`config.mk`:
```
export PLATFORM = sky130hd
export DESIGN_NAME = rx_stamp_tagger
export DESIGN_NICKNAME = d
export VERILOG_FILES = /design/src/rtl/tagger_pkg.sv /design/src/rtl/tagger_tod.sv /design/src/rtl/tagger_sof.sv /design/src/rtl/tagger_fifo.sv /design/src/rtl/rx_stamp_tagger.sv
export SDC_FILE = /design/constraint.sdc
export NUM_CORES = 1
export LEC_CHECK = 0
export ABC_AREA = 1
export BUFFER_PORTS_ARGS = -buffer_cell sky130_fd_sc_hd__buf_2
export CORE_UTILIZATION = 35
export CTS_CLUSTER_DIAMETER = 120
export DETAILED_ROUTE_END_ITERATION = 8
export PLACE_DENSITY_LB_ADDON = 0.3
export SYNTH_ARGS = -nofsm -noshare
export SYNTH_HDL_FRONTEND = slang
export SYNTH_SLANG_ARGS = --single-unit
```
`constraint.sdc`:
```
create_clock -name clk -period 10.4 [get_ports clk]
set_input_delay 0.52 -clock clk [delete_from_list [all_inputs] [get_ports clk]]
set_output_delay 0.52 -clock clk [all_outputs]
set_load 0.03 [all_outputs]
```
`src/rtl/tagger_pkg.sv`:
```
package tagger_pkg;

  localparam int TOD_BITS  = 64;
  localparam int LEAP_BITS = 8;

  typedef enum logic [LEAP_BITS-1:0] {
    LEAP_NONE   = 8'd0,
    LEAP_PEND   = 8'd1,
    LEAP_INSERT = 8'd2,
    LEAP_DELETE = 8'd3
  } leap_e;

endpackage

```
`src/rtl/tagger_tod.sv`:
```
module tagger_tod #(
  parameter int TOD_W = 64,
  parameter int INC_W = 32
) (
  input  logic             clk,
  input  logic             rst,
  input  logic [INC_W-1:0] inc,
  input  logic             load,
  input  logic [TOD_W-1:0] load_val,
  output logic [TOD_W-1:0] stamp
);

  logic [TOD_W-1:0] tod_q;

  // A capture on a load edge sees the loaded value.
  assign stamp = load ? load_val : tod_q;

  always_ff @(posedge clk) begin
    if (rst) tod_q <= '0;
    else if (load) tod_q <= load_val;
    else tod_q <= tod_q + TOD_W'(inc);
  end

endmodule

```
`src/rtl/tagger_sof.sv`:
```
module tagger_sof #(
  parameter int SEQ_W = 32
) (
  input  logic             clk,
  input  logic             rst,
  input  logic             rx_valid,
  input  logic             rx_last,
  output logic             sof,
  output logic [SEQ_W-1:0] seq
);

  logic             open_q;
  logic [SEQ_W-1:0] seq_q;

  assign sof = rx_valid && !open_q;
  assign seq = seq_q;

  always_ff @(posedge clk) begin
    if (rst) begin
      open_q <= 1'b0;
      seq_q  <= '0;
    end else begin
      if (rx_valid) open_q <= !rx_last;
      if (sof) seq_q <= seq_q + 1'b1;
    end
  end

  AST_SOF_AFTER_LAST: assert property (@(posedge clk) disable iff (rst)
    (rx_valid && rx_last) |=> (!rx_valid || sof));

endmodule

```
`src/rtl/tagger_fifo.sv`:
```
module tagger_fifo #(
  parameter int WIDTH = 8,
  parameter int DEPTH = 4
) (
  input  logic             clk,
  input  logic             rst,
  input  logic             wr_en,
  input  logic [WIDTH-1:0] wr_data,
  input  logic             rd_en,
  output logic [WIDTH-1:0] rd_data,
  output logic             empty,
  output logic             full
);

  localparam int PW = (DEPTH > 1) ? $clog2(DEPTH) : 1;
  localparam int CW = $clog2(DEPTH + 1);

  logic [WIDTH-1:0] mem [DEPTH];
  logic [PW-1:0]    wr_ptr, rd_ptr;
  logic [CW-1:0]    count;
  logic             push, pop;

  function automatic logic [PW-1:0] bump(input logic [PW-1:0] p);
    return (p == PW'(DEPTH - 1)) ? '0 : p + 1'b1;
  endfunction

  assign empty   = (count == '0);
  assign full    = (count == CW'(DEPTH));
  assign pop     = rd_en && !empty;
  assign push    = wr_en && (!full || pop);
  assign rd_data = mem[rd_ptr];

  always_ff @(posedge clk) begin
    if (push) mem[wr_ptr] <= wr_data;
  end

  always_ff @(posedge clk) begin
    if (rst) begin
      wr_ptr <= '0;
      rd_ptr <= '0;
      count  <= '0;
    end else begin
      if (push) wr_ptr <= bump(wr_ptr);
      if (pop)  rd_ptr <= bump(rd_ptr);
      if (push && !pop)      count <= count + 1'b1;
      else if (pop && !push) count <= count - 1'b1;
    end
  end

  AST_NO_OVERFLOW: assert property (@(posedge clk) disable iff (rst)
    (wr_en && full && !rd_en) |=> (count == CW'(DEPTH)));

endmodule

```
`src/rtl/rx_stamp_tagger.sv`:
```
module rx_stamp_tagger import tagger_pkg::*; #(
  parameter int TOD_W      = TOD_BITS,
  parameter int INC_W      = 32,
  parameter int SEQ_W      = 32,
  parameter int CYC_W      = 32,
  parameter int PATH_W     = 16,
  parameter int QUAL_W     = 16,
  parameter int LEAP_W     = LEAP_BITS,
  parameter int FIFO_DEPTH = 4,
  parameter int DROP_W     = 16
) (
  input  logic              clk,
  input  logic              rst,
  input  logic [INC_W-1:0]  tod_inc,
  input  logic              tod_load,
  input  logic [TOD_W-1:0]  tod_load_val,
  input  logic              rx_valid,
  input  logic              rx_last,
  input  logic [PATH_W-1:0] cfg_path,
  input  logic [QUAL_W-1:0] clk_quality,
  input  logic [LEAP_W-1:0] leap_state,
  output logic              rec_valid,
  input  logic              rec_ready,
  output logic [TOD_W-1:0]  rec_tod,
  output logic [SEQ_W-1:0]  rec_seq,
  output logic [PATH_W-1:0] rec_path,
  output logic [QUAL_W-1:0] rec_quality,
  output logic [LEAP_W-1:0] rec_leap,
  output logic [CYC_W-1:0]  rec_cycles,
  output logic [DROP_W-1:0] drop_count
);

  localparam int O_CYC  = 0;
  localparam int O_LEAP = O_CYC + CYC_W;
  localparam int O_QUAL = O_LEAP + LEAP_W;
  localparam int O_PATH = O_QUAL + QUAL_W;
  localparam int O_SEQ  = O_PATH + PATH_W;
  localparam int O_TOD  = O_SEQ + SEQ_W;
  localparam int ENT_W  = O_TOD + TOD_W;

  logic [TOD_W-1:0]  stamp;
  logic              sof;
  logic [SEQ_W-1:0]  seq_cur;
  logic [CYC_W-1:0]  cyc_q;
  logic [DROP_W-1:0] drop_q;
  logic [ENT_W-1:0]  wr_ent, rd_ent;
  logic              q_empty, q_full, drop_now;

  tagger_tod #(.TOD_W(TOD_W), .INC_W(INC_W)) u_tod (
    .clk(clk), .rst(rst), .inc(tod_inc), .load(tod_load),
    .load_val(tod_load_val), .stamp(stamp)
  );

  tagger_sof #(.SEQ_W(SEQ_W)) u_sof (
    .clk(clk), .rst(rst), .rx_valid(rx_valid), .rx_last(rx_last),
    .sof(sof), .seq(seq_cur)
  );

  // Entry holds the capture-time cycle stamp; age is taken at the head.
  assign wr_ent = {stamp, seq_cur, cfg_path, clk_quality, leap_state, cyc_q};

  tagger_fifo #(.WIDTH(ENT_W), .DEPTH(FIFO_DEPTH)) u_fifo (
    .clk(clk), .rst(rst), .wr_en(sof), .wr_data(wr_ent),
    .rd_en(rec_ready), .rd_data(rd_ent), .empty(q_empty), .full(q_full)
  );

  assign drop_now = sof && q_full && !rec_ready;

  always_ff @(posedge clk) begin
    if (rst) begin
      cyc_q  <= '0;
      drop_q <= '0;
    end else begin
      cyc_q <= cyc_q + 1'b1;
      if (drop_now) drop_q <= drop_q + 1'b1;
    end
  end

  assign rec_valid   = !q_empty;
  assign rec_tod     = rd_ent[O_TOD  +: TOD_W];
  assign rec_seq     = rd_ent[O_SEQ  +: SEQ_W];
  assign rec_path    = rd_ent[O_PATH +: PATH_W];
  assign rec_quality = rd_ent[O_QUAL +: QUAL_W];
  assign rec_leap    = rd_ent[O_LEAP +: LEAP_W];
  assign rec_cycles  = cyc_q - rd_ent[O_CYC +: CYC_W];
  assign drop_count  = drop_q;

  AST_REC_HOLD: assert property (@(posedge clk) disable iff (rst)
    (rec_valid && !rec_ready) |=> (rec_valid && $stable(rec_tod) &&
      $stable(rec_seq) && $stable(rec_path) && $stable(rec_leap)));

  AST_CYC_STEP: assert property (@(posedge clk) disable iff (rst)
    (rec_valid && !rec_ready) |=> (rec_cycles == CYC_W'($past(rec_cycles) + 1'b1)));

  AST_CYC_NONZERO: assert property (@(posedge clk) disable iff (rst)
    rec_valid |-> (rec_cycles != '0));

  AST_DROP_HOLD: assert property (@(posedge clk) disable iff (rst)
    (sof && !q_full) |=> $stable(drop_q));

endmodule

```
==> out/qor.yml, run 1 <==
clock_sinks: 826
syn_nets: 3877
r2r-start: "u_sof.open_q$_SDFFE_PP0P_"
clk_latency_ns: 0.67
fin_tns_setup_ns: 0
dr_total_vias: 27600
setup_viol_count_final: 0
dp_hpwl_um: 67900
drc: 0
cts-root-buf: "clkbuf_16"
drive_gt1_frac: 0.134
grt_pass1_vias: 26100
synth_xor_area_frac: 0.0109
rsz0062_at_grt: "false"
ys_ff_latch: 826
clockBufferDepth: 3
fin_ws_ns: 4.78
grt-ovfl-total: 0
synth_edf_count: 672
num_rows: 118
critPathKind: "reg -> out"
placedCellCount: 5243
synth.top_cell.area_share: 0.547
p_per_area_nw_per_um2: 243
area_growth_pct: 16.4
holdBufCountCts: 1
layout_min_cycle_time_ns: 5.62
ys_dominant_reg_cell: "edfxtp_1"
power_w: 0.0104
cts_inserted_buffers: 92
arrival_ns: 5.10
first_pass_iters: 5
min_path_cells: 1
synth.avg_cell_area_um2: 10.1
globalRouteTotalUtil: 0.189
synth_compound_area_frac: 0.117
muxShareOfSynthArea: 0
cts_resized: 0
final_cell_mix: "nand2_1 (730), edfxtp_1 (672), nor2_1 (501)"
ios: 327
path_delay_family: "buffers and inverters"
io_buffers: 326
syn_area_um2: 36900
crit_path_frequent_cell: "nand3_1"
drtIter0Drc: 1977
netlist_instances: 3660
path_cells: "inv_6 -> buf_4 -> a32oi_1 -> fa_1 -> o21ai_2 -> a21boi_1 -> o21ai_0 -> nand3_1 -> nand3_1 -> xor2_1 -> buf_2"
crit_fanout: 112
r2r_cells: 7
outcome: "completed"
required_ns: 9.88
htreeDepth: 3
power_leakage_nw: 16.3
grt_max_degree: 188
die_w_um: 327
r2r_end: "u_fifo.mem[2][38]$_DFFE_PP_"
synth_top_family_by_area: "simple AND/OR/NAND/NOR gates"
slew_headroom: 0.243
worst_pin_slew_ns: 1.14
die-area_um2: 107000
post-route-period-util: 0.540
cap_violations: 0
final_common_cell: "nand2_1"
yosysTopAreaCell: "edfxtp_1"
start_util: 0.355
endpoint_kind: "output port"
fin_util: 0.413
hold_end: "u_fifo.mem[3][57]$_DFFE_PP_"
synth_fa_ha_area_frac: 0.0261
routed_wl_um: 103000
cp_num_buf_inv: 3
skew_ns: 0.0343
critPathLaunchType: "flip-flop"
hp-class: "in -> reg"
fmax_ghz: 0.178
vias_per_cell: 5.07
gp_congestion: 0.899
slew_viol_final: 0
grt_pass1_wl_um: 155000
cts_setup_buffers: 0
finalHoldViolations: 0
die_h_um: 327
seq_area_frac_synth: 0.631
postSynth.asyncResetShare: 0
synth-simple-area-share: 0.173
cts_tree: "yes"
yosys_warnings: 0
clk_pin_slew_ns: 0.06
stdcell_count: 5430
synthDistinctLibCells: 49
synth_area_leaders: "edfxtp_1 (55%), dfxtp_1 (8.4%), nand2_1 (7.4%)"
hp-start: "cfg_path[1]"
routedWlPerCell_um: 18.9
antenna_found_initial: 25
cp_slowest_stage_delay_ns: 0.86
antenna_left: 0
fp.coreArea_um2: 104000
rrSetupSlack_ns: 6.33
worst_path_max_delay_cell: "buf_4"
max-vdd-ir-drop_mv: 0.297
finalNetCount: 4175
dp_slack_ns: 5.40
[layout make-up]
class,count,area [um2]
multi-input cells,2427,12100
flip-flops and latches,826,23300
fillers,10100,61000
diodes,12,30.0
well taps,1380,1730
clock buffers,129,2520
repair buffers,352,1850
clock inverters,45,439
inverters,259,987
[sequential cells by signal, summed over array words and instances, names as in the netlist, named ones only]
name	count
u_fifo.mem	672
u_fifo.count	3
u_fifo.wr_ptr	2
drop_count	16
cyc_q	32
u_sof.seq	32
u_sof.open_q	1
u_tod.tod_q	64
u_fifo.rd_ptr	2
[Yosys cell counts (all sizes together) (27+ instances only)]
| master | number |
|---|---|
| nand2 | 735 |
| edfxtp | 672 |
| nor2 | 518 |
| o21ai | 357 |
| inv | 257 |
| a21oi | 208 |
| dfxtp | 154 |
| o22ai | 137 |
| clkbuf | 121 |
| nand3 | 120 |
| ha | 72 |
| nor3 | 58 |
| nand4 | 39 |
| xor2 | 34 |
| a32o | 29 |
| buf | 27 |
[per-stage QoR]
step                hold slack (ns)  area (um2)
detailed placement            0.471       39900
floorplan                     0.464       36900
CTS                          0.0169       42900
global route                 0.0333       42900
finish                       0.0680       42900
global placement              0.465       39900
[cell families (layout without fill, tap and decap cells)]
logic type                 count (synthesis)  count (layout)
other                                      0              12
buffers and inverters                    407             785
xor gates and xnor gates                  46              46
AOI/OAI and AO/OA                        776             776
DFF                                      826             826
and+or+nand+nor                         1530            1530
adders and majority gates                 75              75
[power breakdown]
part,switching (W),internal [W],leakage (nW),total [W]
Sequential,0.0000997,0.00380,7.53,0.00390
Combinational,0.00249,0.000860,7.37,0.00335
Clock,0.00132,0.00183,1.45,0.00316
[how the worst max path moves through the flow]
stage / from / to / slack, ns / depth (start not counted)
6_report: flip-flop / rec_cycles[24] / 4.78 / 11
5_1_grt: flip-flop / rec_cycles[24] / 4.38 / 11
4_1_cts: flip-flop / rec_cycles[24] / 4.66 / 11
3_5_place_dp: flip-flop / rec_cycles[24] / 5.40 / 11
3_3_place_gp: flip-flop / rec_cycles[24] / 5.44 / 11
2_1_floorplan: rx_valid / u_fifo.mem[0][0]$_DFFE_PP_ / 1.67 / 6
[per-layer routing]
metal  track usage  routed length [um]  share of wire
met5             0                 129         0.0013
met3        0.0449                7510          0.073
met1         0.255               46100           0.45
met2         0.301               46500           0.45
met4        0.0568                2430          0.024
No activity file was read; power rests on OpenSTA's default activity.
==> run 2, diff against run 1 <==
Clock period 10.4 ns to 5 ns, I/O delays scaled along.
==> out/qor.yml, run 2 (synthesis results as in run 1) <==
post_dp_cell_area_um2: 40000
die_w_um: 327
cp_slowest_stage_delay_ns: 0.60
finalHoldViolations: 0
clockBufferDepth: 3
start_util: 0.355
routedWlPerCell_um: 18.6
antenna_left: 0
globalRouteTotalUtil: 0.188
hp-start: "tod_load_val[40]"
grt-ovfl-total: 0
min_path_cells: 3
final_common_cell: "nand2_1"
post-route-period-util: 0.875
power_leakage_nw: 16.8
placedCellCount: 5244
worst_path_max_delay_cell: "dfxtp_4"
endpoint_kind: "output port"
skew_ns: 0.0182
finalNetCount: 4265
slew_headroom: 0.254
cts-root-buf: "clkbuf_16"
path_delay_family: "compound AO/OA/AOI/OAI gates"
stdcell_count: 5512
routed_wl_um: 103000
io_buffers: 326
drc: 0
r2r-start: "u_sof.open_q$_SDFFE_PP0P_"
arrival_ns: 4.13
rrSetupSlack_ns: 2.35
grt_max_degree: 109
fmax_ghz: 0.228
num_rows: 118
die-area_um2: 107000
rsz0062_at_grt: "false"
crit_path_frequent_cell: "nand2_1"
critPathLaunchType: "flip-flop"
critPathKind: "reg -> out"
first_pass_iters: 5
area_growth_pct: 19.3
cts_inserted_buffers: 92
clk_pin_slew_ns: 0.06
setup_viol_count_final: 0
layout_min_cycle_time_ns: 4.38
sw_frac_of_total: 0.373
outcome: "completed"
largest_registers: "u_fifo.mem: 672 flops, u_tod.tod_q: 64 flops"
ios: 327
final_area_um2: 44000
worst_pin_slew_ns: 1.12
drtIter0Drc: 2097
final_cell_mix: "nand2_1 (730), edfxtp_1 (672), nor2_1 (501)"
required_ns: 4.75
max-vdd-ir-drop_mv: 0.390
vias_per_cell: 5.08
die_h_um: 327
crit_fanout: 38
clock_sinks: 826
p_clk_frac: 0.311
dr_total_vias: 28000
power_frac_comb: 0.321
cp_num_buf_inv: 3
p_sw_w: 0.00819
intPower_w: 0.0138
r2r_cells: 6
r2r_end: "u_fifo.mem[1][119]$_DFFE_PP_"
cap_violations: 0
p_per_area_nw_per_um2: 500
dp_hpwl_um: 66000
clk_latency_ns: 0.67
cts_tree: "yes"
power_frac_seq: 0.367
hp-class: "in -> reg"
hold_end: "u_fifo.mem[1][144]$_DFFE_PP_"
grt_pass1_wl_um: 155000
drive_gt1_frac: 0.136
htreeDepth: 3
top_register: "u_fifo.mem"
largest_reg_flops: 672
fp.coreArea_um2: 104000
cts_resized: 0
path_cells: "buf_4 -> nand2_1 -> a32oi_1 -> inv_1 -> ha_1 -> nand3b_1 -> nand2_1 -> a21boi_0 -> o21ai_1 -> nand2_1 -> nand2_1 -> nand2_1 -> nand2_1 -> xor2_1 -> buf_2"
slew_viol_final: 0
grt_pass1_vias: 26500
antenna_found_initial: 16
gp_congestion: 0.912
-- run 2: cell types whose count changed in the layout (fill, tap and decap cells not counted), moves of 3 or more --
cell / previous run / this run
clkinvlp_4: 1 / 6
clkbuf_1: 31 / 15
clkbuf_8: 4 / 7
diode_2: 12 / 5
buf_12: 1 / 6
inv_6: 1 / 7
clkinv_1: 12 / 9
dlygate4sd3_1: 1 / 89
buf_4: 26 / 22
clkinv_2: 17 / 21
bufinv_16: 5 / 9
-- run 2: what timing repair did --
action / CTS / global route
buffers inserted: 0 / 1
hold buffers: 89 / 0
setup endpoints to repair: 0 / 1
hold endpoints to repair: 340 / 0
-- run 2: power groups by stage --
| stage | Combinational [W] | Clock (W) | Sequential [W] |
|---|---|---|---|
| detailed placement | 0.00703 | 0 | 0.00824 |
| finish | 0.00707 | 0.00685 | 0.00807 |
| floorplan | 0.00475 | 0 | 0.00821 |
| global route | 0.00765 | 0.00725 | 0.00811 |
| CTS | 0.00711 | 0.00701 | 0.00809 |
| global placement | 0.00699 | 0 | 0.00823 |
-- run 2: stage by stage --
| stage | worst slack [ns] | util | hold WS [ns] | setup TNS [ns] | power [W] |
|---|---|---|---|---|---|
| finish | 0.623 | 0.423 | 0.0478 | 0 | 0.0220 |
| global route | 0.208 | 0.423 | 0.0347 | 0 | 0.0230 |
| CTS | 0.427 | 0.423 | 0.00823 | 0 | 0.0222 |
| detailed placement | 1.16 | 0.385 | 0.456 | 0 | 0.0153 |
| global placement | 1.24 | 0.385 | 0.463 | 0 | 0.0152 |
| floorplan | -0.707 | - | 0.340 | -475.16 | 0.0130 |
-- run 2: worst reg2reg max path, delay by kind of cell, from the launching register on --
family,cells,cell delay [ns]
buffers and inverters,3,1.13
AND/OR/NAND/NOR,3,0.71
flip-flops,1,0.33
-- run 2: worst max-delay path by stage --
stage                               from  cells past startpoint                         end
6_report                       flip-flop                     15              rec_cycles[21]
5_1_grt                        flip-flop                     15              rec_cycles[21]
4_1_cts                        flip-flop                     12              rec_cycles[24]
3_5_place_dp                   flip-flop                     12              rec_cycles[24]
3_3_place_gp                   flip-flop                     12              rec_cycles[24]
2_1_floorplan  u_sof.open_q$_SDFFE_PP0P_                      5  u_fifo.mem[0][0]$_DFFE_PP_
-- run 2: area by class of cell --
cell class | count | area [um2]
tap | 1380 | 1730
fill | 10000 | 59900
clock inverter | 58 | 612
sequential | 826 | 23300
clock buffer | 115 | 2480
multi-input combinational | 2427 | 12100
inverter | 259 | 987
antenna | 5 | 12.5
timing repair buffer | 442 | 2830
-- run 2: metal layers --
layer	GRT usage	wire length (um)	up-vias
met5	0	106	-
met4	0.0561	2400	16
met3	0.0383	6180	161
met2	0.315	48900	762
met1	0.244	45100	13500
li1	-	-	13600
==> run 3, diff against run 2 <==
Settings changed: CORE_MARGIN from default to 1.5.
==> out/qor.yml, run 3 (synthesis results as in run 1) <==
grt_pass1_wl_um: 157000
clock_sinks: 826
p_sw_w: 0.00817
regArea_um2: 23300
intPower_w: 0.0136
r2r_cells: 6
whs_ns: 0.0622
final_common_cell: "nand2_1"
cap_violations: 0
nFillCells: 10100
fin_ws_ns: 0.619
grt_pass1_vias: 26700
p_clk_frac: 0.305
num_rows: 118
min_path_cells: 3
antenna_found_initial: 14
power_leakage_nw: 16.7
hold_end: "u_fifo.mem[2][143]$_DFFE_PP_"
dp_hpwl_um: 66700
routed_wl_um: 103000
rsz0062_at_grt: "false"
arrival_ns: 4.13
skew_ns: 0.0228
critPathKind: "reg -> out"
power_frac_comb: 0.324
drive_gt1_frac: 0.133
clk_latency_ns: 0.67
die-area_um2: 107000
finalHoldViolations: 0
drtIter0Drc: 2043
gp_congestion: 0.919
dp_slack_ns: 0.977
fmax_ghz: 0.228
routedWlPerCell_um: 18.6
clk_pin_slew_ns: 0.06
first_pass_iters: 7
setup_viol_count_final: 0
start_util: 0.355
antenna_left: 0
hp-class: "in -> reg"
grt-ovfl-total: 0
outcome: "completed"
r2r_end: "u_fifo.mem[3][107]$_DFFE_PP_"
cts_resized: 0
vias_per_cell: 5.06
r2r-start: "u_sof.open_q$_SDFFE_PP0P_"
cts-root-buf: "clkbuf_16"
sw_frac_of_total: 0.376
cts_tree: "yes"
stdcell_count: 5503
placedCellCount: 5246
layout_min_cycle_time_ns: 4.38
rrSetupSlack_ns: 2.09
finalNetCount: 4263
required_ns: 4.75
top_register: "u_fifo.mem"
slew_headroom: 0.239
critPathLaunchType: "flip-flop"
die_w_um: 328
largest_registers: "u_fifo.mem: 672 flops, u_tod.tod_q: 64 flops"
cts_inserted_buffers: 90
drc: 0
post_dp_cell_area_um2: 40000
htreeDepth: 3
max-vdd-ir-drop_mv: 0.343
fp.coreArea_um2: 104000
globalRouteTotalUtil: 0.188
io_buffers: 326
clockBufferDepth: 3
post-route-period-util: 0.876
power_frac_seq: 0.371
final_area_um2: 43900
grt_max_degree: 107
multi_input_area_um2: 12100
fin_tns_setup_ns: 0
hp-start: "tod_load_val[39]"
die_h_um: 328
slew_viol_final: 0
worst_pin_slew_ns: 1.14
endpoint_kind: "output port"
final_cell_mix: "nand2_1 (730), edfxtp_1 (672), nor2_1 (501)"
largest_reg_flops: 672
p_per_area_nw_per_um2: 495
area_growth_pct: 19.1
crit_fanout: 68
ios: 327
dr_total_vias: 27900
==> run 3: cell count changes in the layout (fill, tap and decap cells not counted), moves of 2 or more <==
cell and delta:
buf_12 +5, buf_4 -2, bufinv_16 -2, clkbuf_1 +5, clkbuf_16 -3, clkinv_2 -8, clkinv_8 +3, diode_2 -2
dlygate4sd3_1 -2, inv_16 -2, inv_6 +2
==> run 3: per-layer routing <==
layer  track usage  vias to the layer above  wire length [um]
met5             0                        -               127
met4        0.0560                       20              2630
met3        0.0397                      172              6290
met2         0.316                      730             48200
met1         0.243                    13400             45300
li1              -                    13600                 -
==> run 3: through the flow <==
step	total power, W	util
global placement	0.0152	0.385
CTS	0.0220	0.422
detailed placement	0.0153	0.385
floorplan	0.0130	-
global route	0.0228	0.422
finish	0.0217	0.422
==> run 3: worst max-delay path: stages (launching register included) <==
cell and delay [ns]:
dfxtp_4 0.64, inv_8 0.23, o21ai_0 0.24, o22ai_1 0.09, ha_1 0.21, fa_1 0.42, o21ai_2 0.25, a21boi_1 0.16
o21ai_0 0.54, nand3_1 0.16, nand3_1 0.12, xor2_1 0.14, buf_2 0.21
==> run 3: area by class of cell <==
type                       count  area share
antenna                        3    0.000171
clock buffer                 116      0.0549
clock inverter                50      0.0125
inverter                     259      0.0225
multi-input combinational   2427       0.275
sequential                   826       0.530
tap                         1380      0.0393
timing repair buffer         442      0.0652
==> run 3: worst max-delay path by stage <==
stage	end	startpoint	cells past startpoint	slack, ns
after detailed placement	rec_cycles[24]	flip-flop	12	0.98
final	rec_cycles[24]	flip-flop	12	0.62
after floorplan	u_fifo.mem[0][0]$_DFFE_PP_	u_sof.open_q$_SDFFE_PP0P_	5	-0.71
after global routing	rec_cycles[31]	flip-flop	15	0.28
after CTS	rec_cycles[24]	flip-flop	12	0.24
after global placement	rec_cycles[31]	flip-flop	15	1.06
==> run 3: power groups by stage <==
stage / clock [W] / combinational, W / sequential [W]
floorplan: 0 / 0.00475 / 0.00821
global placement: 0 / 0.00701 / 0.00824
detailed placement: 0 / 0.00704 / 0.00825
CTS: 0.00678 / 0.00712 / 0.00810
global route: 0.00704 / 0.00767 / 0.00812
finish: 0.00663 / 0.00705 / 0.00808
==> run 3: what timing repair did <==
item,CTS,global route
setup buffers,0,1
setup endpoints to repair,0,1
hold buffers,87,0
hold endpoints to repair,348,0
